File: src/rtl/lvt_pkg.sv
package lvt_pkg;

   // Width of a write-port index; a single writer still needs one bit.
   function automatic int sel_width(input int ports);
      return (ports > 1) ? $clog2(ports) : 1;
   endfunction

endpackage

File: src/rtl/lvt_bank.sv
// One write, one read storage bank with a registered read port.
module lvt_bank #(
   parameter int DATA_W         = 16,
   parameter int DEPTH          = 32,
   parameter int ADDR_W         = 5,
   parameter bit NEW_ON_COLLIDE = 1'b0
) (
   input  logic              clk,
   input  logic              rst_n,
   input  logic              we,
   input  logic [ADDR_W-1:0] wa,
   input  logic [DATA_W-1:0] wd,
   input  logic [ADDR_W-1:0] ra,
   output logic [DATA_W-1:0] q
);

   logic [DATA_W-1:0] mem_q [DEPTH];

   always_ff @(posedge clk) begin
      if (we) mem_q[wa] <= wd;
   end

   generate
      if (NEW_ON_COLLIDE) begin : g_fwd
         always_ff @(posedge clk or negedge rst_n) begin
            if (!rst_n)                q <= '0;
            else if (we && (wa == ra)) q <= wd;
            else                       q <= mem_q[ra];
         end
      end else begin : g_old
         always_ff @(posedge clk or negedge rst_n) begin
            if (!rst_n) q <= '0;
            else        q <= mem_q[ra];
         end
      end
   endgenerate

endmodule

File: src/rtl/lvt_table.sv
// Register table of last-writer port indices with one registered lookup per read port.
module lvt_table #(
   parameter int NUM_WR         = 3,
   parameter int NUM_RD         = 2,
   parameter int DEPTH          = 32,
   parameter int ADDR_W         = 5,
   parameter int SEL_W          = 2,
   parameter bit NEW_ON_COLLIDE = 1'b0
) (
   input  logic                     clk,
   input  logic                     rst_n,
   input  logic [NUM_WR-1:0]        wr_en,
   input  logic [NUM_WR*ADDR_W-1:0] wr_addr,
   input  logic [NUM_RD*ADDR_W-1:0] rd_addr,
   output logic [NUM_RD*SEL_W-1:0]  rd_sel
);

   logic [SEL_W-1:0] tab_q [DEPTH];

   // Highest port is applied first, so the lowest enabled port's update lands last.
   always_ff @(posedge clk or negedge rst_n) begin
      if (!rst_n) begin
         for (int a = 0; a < DEPTH; a++) tab_q[a] <= '0;
      end else begin
         for (int p = NUM_WR - 1; p >= 0; p--) begin
            if (wr_en[p]) tab_q[wr_addr[p*ADDR_W +: ADDR_W]] <= SEL_W'(p);
         end
      end
   end

   generate
      for (genvar r = 0; r < NUM_RD; r++) begin : g_look
         logic [ADDR_W-1:0] ra;
         logic [SEL_W-1:0]  look;
         logic [SEL_W-1:0]  sel_q;

         assign ra = rd_addr[r*ADDR_W +: ADDR_W];

         if (NEW_ON_COLLIDE) begin : g_fwd
            always_comb begin
               look = tab_q[ra];
               for (int p = NUM_WR - 1; p >= 0; p--) begin
                  if (wr_en[p] && (wr_addr[p*ADDR_W +: ADDR_W] == ra)) look = SEL_W'(p);
               end
            end
         end else begin : g_old
            assign look = tab_q[ra];
         end

         always_ff @(posedge clk or negedge rst_n) begin
            if (!rst_n) sel_q <= '0;
            else        sel_q <= look;
         end

         assign rd_sel[r*SEL_W +: SEL_W] = sel_q;
      end
   endgenerate

endmodule

File: src/rtl/lvt_mpram.sv
// Multiport RAM: NUM_WR x NUM_RD bank grid steered by a live value table.
module lvt_mpram
   import lvt_pkg::*;
#(
   parameter int NUM_WR         = 3,
   parameter int NUM_RD         = 2,
   parameter int DATA_W         = 16,
   parameter int DEPTH          = 32,
   parameter bit NEW_ON_COLLIDE = 1'b0
) (
   input  logic                                    clk,
   input  logic                                    rst_n,
   input  logic [NUM_WR-1:0]                       wr_en,
   input  logic [NUM_WR*$clog2(DEPTH)-1:0]         wr_addr,
   input  logic [NUM_WR*DATA_W-1:0]                wr_data,
   input  logic [NUM_RD*$clog2(DEPTH)-1:0]         rd_addr,
   output logic [NUM_RD*DATA_W-1:0]                rd_data
);

   localparam int ADDR_W = $clog2(DEPTH);
   localparam int SEL_W  = sel_width(NUM_WR);
   localparam int NBANK  = NUM_WR * NUM_RD;

   if (NUM_WR < 1) begin : g_bad_wr
      $error("lvt_mpram: NUM_WR must be at least 1");
   end
   if (NUM_RD < 1) begin : g_bad_rd
      $error("lvt_mpram: NUM_RD must be at least 1");
   end
   if (DEPTH < 2) begin : g_bad_depth
      $error("lvt_mpram: DEPTH must be at least 2");
   end
   if (DATA_W < 1) begin : g_bad_width
      $error("lvt_mpram: DATA_W must be at least 1");
   end

   logic [NBANK*DATA_W-1:0]  bank_q;
   logic [NUM_RD*SEL_W-1:0]  rd_sel;

   lvt_table #(
      .NUM_WR         (NUM_WR),
      .NUM_RD         (NUM_RD),
      .DEPTH          (DEPTH),
      .ADDR_W         (ADDR_W),
      .SEL_W          (SEL_W),
      .NEW_ON_COLLIDE (NEW_ON_COLLIDE)
   ) u_table (
      .clk     (clk),
      .rst_n   (rst_n),
      .wr_en   (wr_en),
      .wr_addr (wr_addr),
      .rd_addr (rd_addr),
      .rd_sel  (rd_sel)
   );

   // Bank (w, r): written only by write port w, read only by read port r.
   generate
      for (genvar w = 0; w < NUM_WR; w++) begin : g_wr
         for (genvar r = 0; r < NUM_RD; r++) begin : g_rd
            lvt_bank #(
               .DATA_W         (DATA_W),
               .DEPTH          (DEPTH),
               .ADDR_W         (ADDR_W),
               .NEW_ON_COLLIDE (NEW_ON_COLLIDE)
            ) u_bank (
               .clk   (clk),
               .rst_n (rst_n),
               .we    (wr_en[w]),
               .wa    (wr_addr[w*ADDR_W +: ADDR_W]),
               .wd    (wr_data[w*DATA_W +: DATA_W]),
               .ra    (rd_addr[r*ADDR_W +: ADDR_W]),
               .q     (bank_q[(w*NUM_RD + r)*DATA_W +: DATA_W])
            );
         end
      end

      for (genvar r = 0; r < NUM_RD; r++) begin : g_mux
         logic [DATA_W-1:0] word;
         always_comb begin
            word = '0;
            for (int p = 0; p < NUM_WR; p++) begin
               if (rd_sel[r*SEL_W +: SEL_W] == SEL_W'(p))
                  word = bank_q[(p*NUM_RD + r)*DATA_W +: DATA_W];
            end
         end
         assign rd_data[r*DATA_W +: DATA_W] = word;
      end
   endgenerate

endmodule

File: config.mk
export PLATFORM = sky130hd
export DESIGN_NAME = lvt_mpram
export DESIGN_NICKNAME = d
export VERILOG_FILES = /design/src/rtl/lvt_pkg.sv /design/src/rtl/lvt_bank.sv /design/src/rtl/lvt_table.sv /design/src/rtl/lvt_mpram.sv
export SDC_FILE = /design/constraint.sdc
export NUM_CORES = 2
export LEC_CHECK = 0
export BUFFER_PORTS_ARGS = -buffer_cell sky130_fd_sc_hd__buf_2
export CAP_MARGIN = 20
export CORE_MARGIN = 3
export CORE_UTILIZATION = 45
export DETAILED_ROUTE_END_ITERATION = 10
export GPL_ROUTABILITY_DRIVEN = 0
export PLACE_DENSITY = 0.68
export SETUP_SLACK_MARGIN = 0.3
export SLEW_MARGIN = 0
export SYNTH_ARGS = -nofsm -noshare
export SYNTH_HDL_FRONTEND = slang
export SYNTH_HIERARCHICAL = 1
export SYNTH_SLANG_ARGS = --single-unit
File: constraint.sdc
create_clock -name clk -period 1.2 [get_ports clk]
set_input_delay 0.24 -clock clk [delete_from_list [all_inputs] [get_ports clk]]
set_output_delay 0.24 -clock clk [all_outputs]
set_load 0.02 [all_outputs]
Yosys cells after proc, flatten, opt, wreduce, memory -nomap -nowiden
Memory sizes are Yosys's and may differ from the RTL's. A register that Yosys moved wholly into a read port is not among the register bits.
Index checks and enable logic that the tools add are counted.
- register bits after elaboration: 68
- RAM bits: 3072
- input port bits: 78
- output and inout port bits: 32
- word-level logic and storage cells: 103
- memories kept: 6
- memories (memory ; words ; bits a word ; read ports ; clocked after memory_dff ; wr ports ; RTL line ; RTL):
    g_wr[0].g_rd[0].u_bank.mem_q ; 32 ; 16 ; 1 ; 1 ; 1 ; lvt_bank.sv:17 ; logic [DATA_W-1:0] mem_q [DEPTH];
    g_wr[0].g_rd[1].u_bank.mem_q ; 32 ; 16 ; 1 ; 1 ; 1 ; lvt_bank.sv:17 ;
    g_wr[1].g_rd[0].u_bank.mem_q ; 32 ; 16 ; 1 ; 1 ; 1 ; lvt_bank.sv:17 ;
    g_wr[1].g_rd[1].u_bank.mem_q ; 32 ; 16 ; 1 ; 1 ; 1 ; lvt_bank.sv:17 ;
    g_wr[2].g_rd[0].u_bank.mem_q ; 32 ; 16 ; 1 ; 1 ; 1 ; lvt_bank.sv:17 ;
    g_wr[2].g_rd[1].u_bank.mem_q ; 32 ; 16 ; 1 ; 1 ; 1 ; lvt_bank.sv:17 ;
- $lt $le $gt $ge: 8
- equal/unequal tests: 4
- multiplexer cells: 27
- bitwise gates (word level): 13
- reduce and logical (&&, ||, !) cells: 11
- operators with widths (kind ; number):
    2-to-1 mux 64 bit ; 3
    2-to-1 mux 16 bit ; 6
    AND 32 bit ; 2
    AND 64 bit ; 1
    inverter 32 bit ; 2
    inverter 64 bit ; 1
    OR 32 bit ; 2
    demux 2 bit (select 5 bit) ; 3
    >= comparator 6 bit (second input constant) ; 5
    inverter 5 -> 6 bit ; 5
    binary-select mux 2 bit (select 5 bit) ; 2
    less-than comparator 6 x 1 -> 1 bit (second input constant) ; 3
    2-to-1 mux 2 bit ; 7
    zero test 1 bit ; 6
    2-to-1 mux 1 bit ; 6
    == test 2 x 1 -> 1 bit (second input constant) ; 2
    == test 2 bit (second input constant) ; 2
    zero test 2 bit ; 2
    logical AND 1 bit ; 3

Depth between registers and ports, before layout
- word-level depth: 12
- gate-level depth with buffers: 8
- mapped depth without buffers: 5

By module
The synthesis kept the hierarchy.
- by module, submodules not included (module ; times used ; cells each ; area an instance (sq um) ; seq. area each (sq um)):
    lvt_bank ; 6 ; 1143 ; 20614.8 ; 15775.1
    lvt_table ; 1 ; 477 ; 4361.7 ; 1701.6
    lvt_mpram ; 1 ; 78 ; 763.2 ; 0.0

Worst setup path before layout
No wires, ideal clock.
- path type: in2reg
- from: input port wr_addr[1]
- to: memory g_wr[0].g_rd[0].u_bank.mem_q[12][0] (enable)
- setup time: 0.388 ns
- data arrival time: 1.592 ns
- data required time: 0.812 ns
- setup slack: -0.780 ns
- stages on the path: 3
- path buffers: 1
- cell sequence: or3b_2 -> clkbuf_1 -> nor2_1
- RTL lines (element ; RTL line ; RTL):
    start: declaration ; lvt_mpram.sv:14 ; input logic [NUM_WR*$clog2(DEPTH)-1:0] wr_addr,
    end: declaration ; lvt_bank.sv:17 ;
No word-level cell before the write port.

Final worst setup path
- from: register u_table.g_look[1].sel_q[0]
- to: output port rd_data[18]
- longest elaborated chain between the ends: 4
- elaborated cells between the ends (all ways): 6
- those cells by class: eq/ne (2); mux (3); reduce/logical (1)
- ends and longest elaborated chain (element ; RTL line ; RTL):
    start: declaration ; lvt_table.sv:35 ; logic [SEL_W-1:0] sel_q;
    start signal: assignment ; lvt_table.sv:52 ; else sel_q <= look;
    zero test 2 bit ; lvt_mpram.sv:82 ; if (rd_sel[r*SEL_W +: SEL_W] == SEL_W'(p))
    2-to-1 mux 16 bit (2 in series) ; lvt_mpram.sv:82 ;
    2-to-1 mux 16 bit * ; lvt_mpram.sv:82 ;
    end: declaration ; lvt_mpram.sv:17 ; output logic [NUM_RD*DATA_W-1:0] rd_data
Every way passes the cells marked *; elsewhere a longest branch is shown, timed or not.

==> load_flow_metrics.sql <==
INSERT INTO impl_metrics (metric_group, metric, value, unit) VALUES
('route', 'route.layer.met1.wl', '137000', 'um'),
('floorplanning', 'num_io_pins', '110', ''),
('floorplanning', 'fp.dieArea', '293000', 'um2'),
('place', 'numPortBuffers', '109', ''),
('timing', 'setup_viol', '130', ''),
('global_routing', 'gr-total-overflow', '0', ''),
('min_path', 'worstHoldStart', 'rd_addr[3]', ''),
('cts', 'clockBufferDepth', '4', ''),
('timing', 'maxClockFrequency', '410', 'MHz'),
('floorplanning', 'num_rows', '195', ''),
('cts', 'cts_tree', 'done', ''),
('global_routing', 'via_count_of_the_first_global_routing_pass', '72700', ''),
('timing', 'period_minus_slack', '2440', 'ps'),
('logic_synthesis', 'synth.area.top_cells', 'edfxtp_1, mux2i_1, dfrtp_1', ''),
('setup_path', 'timing.reg2reg.worst_path_depth', '6', ''),
('timing', 'grt_setup_unrepaired', 'yes', ''),
('timing', 'clock-skew-final', '49.1', 'ps'),
('route', 'antenna_violating_nets_post_route', '0', ''),
('setup_path', 'regToRegSetupSlack', '-310', 'ps'),
('route', 'drt_drc_violations_left', '0', ''),
('logic_synthesis', 'avg_inst_size_synth', '17.4', 'um2'),
('route', 'routed_length_on_met3', '25900', 'um'),
('setup_path', 'crit_arrival', '2200', 'ps'),
('route', 'detailroute.via_count', '72900', ''),
('setup_path', 'critical_path_type', 'reg -> out', ''),
('route', 'route.detailed.wl_per_inst', '26.6', 'um'),
('route', 'postRouteWirelength', '334000', 'um'),
('cts', 'clk-insertion-delay-late', '890', 'ps'),
('power', 'p_leak', '56.5', 'nW'),
('logic_synthesis', 'post-synth-top-area-fraction', '0.716', ''),
('cts', 'tritoncts_num_sinks', '3236', ''),
('min_path', 'timing.hold.worst.class', 'in -> reg', ''),
('timing', 'finalHoldViolations', '0', ''),
('route', 'met2_length', '160000', 'um'),
('route', 'viasPerCell', '5.80', ''),
('layout', 'area_growth_syn_to_layout', '22.6', '%'),
('timing', 'period_share', '2.03', ''),
('layout', 'fraction_of_layout_instances_using_a_drive_strength_above_1', '0.238', ''),
('cts', 'cts_htree_levels', '5', ''),
('logic_synthesis', 'post_syn_instances', '7413', ''),
('timing', 'finalHoldWorstSlack', '74.8', 'ps'),
('setup_path', 'worst_r2r_endpoint', 'u_table/g_look[1].sel_q[0]$_DFF_PN0_', ''),
('status', 'status', 'finished, violations left', ''),
('cts', 'clockRootBuffer', 'clkbuf_16', ''),
('global_routing', 'antenna_found_initial', '18', ''),
('logic_synthesis', 'post-synth-top-area-cell', 'edfxtp_1', ''),
('route', 'route.top_layer_used', 'met5', ''),
('place', 'post-dp-hpwl', '207000', 'um'),
('power', 'ir_drop', '1270', 'uV'),
('timing', 'timing.max_slew.rel_slack', '0.534', ''),
('logic_synthesis', 'synth-seq-cells', '3236', ''),
('logic_synthesis', 'seq_area_frac_synth', '0.748', ''),
('logic_synthesis', 'yosysWarningCount', '6', ''),
('timing', 'post-route-worst-setup-slack', '-1240', 'ps'),
('layout', 'fin_nets', '8621', ''),
('logic_synthesis', 'synth_cell_types', '43', ''),
('flow_run', 'maxCapViolations', '0', ''),
('setup_path', 'rr_startpoint', 'u_table/tab_q[36]$_DFF_PN0_', ''),
('setup_path', 'timing.critical_path.required', '960', 'ps'),
('floorplanning', 'start_util', '0.454', ''),
('route', 'drt_iter0_markers', '8211', ''),
('floorplanning', 'chipHeight', '541', 'um'),
('global_routing', 'grt_first_pass_wirelength', '490000', 'um'),
('logic_synthesis', 'synth_edf_count', '3072', ''),
('layout', 'postLayoutCoreUtil', '0.557', ''),
('power', 'ratio_of_total_power_to_cell_area', '1570', 'nW/um2'),
('global_routing', 'grt_use_total', '0.223', ''),
('min_path', 'timing.hold.worst_path_depth', '6', ''),
('status', 'failed_checks', 'setup timing', ''),
('logic_synthesis', 'synth_nets', '7491', ''),
('layout', 'layout.filler_cells', '21200', '');
worst max path at each step:
| stage | startpoint | endpoint | slack [ps] |
|---|---|---|---|
| floorplan | wr_addr[3] | g_wr[0].g_rd[0].u_bank/mem_q[1][0]$_DFFE_PP_ | -580 |
| global placement | rd_addr[0] | g_wr[1].g_rd[0].u_bank/q[2]$_DFF_PN0_ | -1270 |
| detailed placement | rd_addr[0] | g_wr[1].g_rd[0].u_bank/q[2]$_DFF_PN0_ | -1340 |
| CTS | u_table/g_look[0].sel_q[0]$_DFF_PN0_ | rd_data[13] | -1260 |
| global route | u_table/g_look[1].sel_q[0]$_DFF_PN0_ | rd_data[19] | -1280 |
| finish | u_table/g_look[1].sel_q[0]$_DFF_PN0_ | rd_data[18] | -1240 |
stage by stage:
stage / instance area [um2] / instances / total power [W] / setup TNS [ps]
final: 158000 / 12600 / 0.248 / -51170
after global routing: 158000 / 12600 / 0.255 / -59680
after CTS: 157000 / 12500 / 0.249 / -60490
after detailed placement: 144000 / 11900 / 0.149 / -1613160
after global placement: 144000 / 11900 / 0.148 / -1564530
after floorplan: 129000 / 7413 / 0.138 / -1243800
report_power, final:
group          internal (W)  switching, W
clock                0.0570        0.0424
sequential            0.126       0.00120
combinational       0.00897        0.0126
cells by family after synthesis:
kind of cell,share of synthesized area
flops,0.748
compound gates,0.0570
simple gates,0.0403
buf+inv,0.0279
mux,0.127
Yosys cell counts, types with 100 or more instances:
library cell and count:
dfrtp_1 164, nor3_1 100, edfxtp_1 3072, mux2i_1 1632, a21oi_1 252, a22oi_1 420, nor2_1 248, a22o_1 192
buf_2 121, a31oi_1 100, nand2_1 246, nand3_1 208, buf_4 114
critical path: stages, from the launching register on:
cell,delay [ps]
dfrtp_1,400
buf_12,160
nor2b_4,160
buf_6,160
o2bb2ai_2,140
buf_6,160
buf_6,120
state kept, by name, summed over array words and instances, names as in the netlist:
name	flops
g_wr.g_rd.u_bank/q	96
u_table/tab_q	64
g_wr.g_rd.u_bank/mem_q	3072
u_table/g_look.sel_q	4
cell type report:
class                      count  area, um2  area share
tap                         3743       4680      0.0296
sequential                  3236      96400       0.610
multi-input combinational   3731      31900       0.202
timing repair buffer        1242      14500      0.0916
antenna                       10       25.0    0.000158
clock inverter               188       1690      0.0107
clock buffer                 410       8800      0.0557
routing by layer:
metal	global-route usage	up-vias
li1	-	31800
met1	0.311	37400
met2	0.360	3109
met3	0.0330	580
met4	0.0774	4
met5	0	-
layout by cell type (no fill, tap or decap), types with 65 or more instances in the layout:
cell type	instances
mux2i_1	1610
nand3_1	134
nor2_1	151
buf_2	69
a22o_1	191
nand2_1	246
a22oi_1	412
a21oi_1	252
dfrtp_1	162
a31oi_4	65
clkinv_2	68
clkbuf_16	336
buf_12	394
edfxtp_1	3072
buf_4	663
nand4_1	96
what timing repair did:
| action | CTS | global route |
|---|---|---|
| resized for setup | 391 | 108 |
| pin swaps | 206 | 145 |
| buffers inserted | 6 | 4 |
| endpoints found under the hold margin | 3119 | 0 |
| endpoints found under the setup margin | 176 | 406 |
| hold buffers | 58 | 0 |
(Power assumes the default switching activity.)
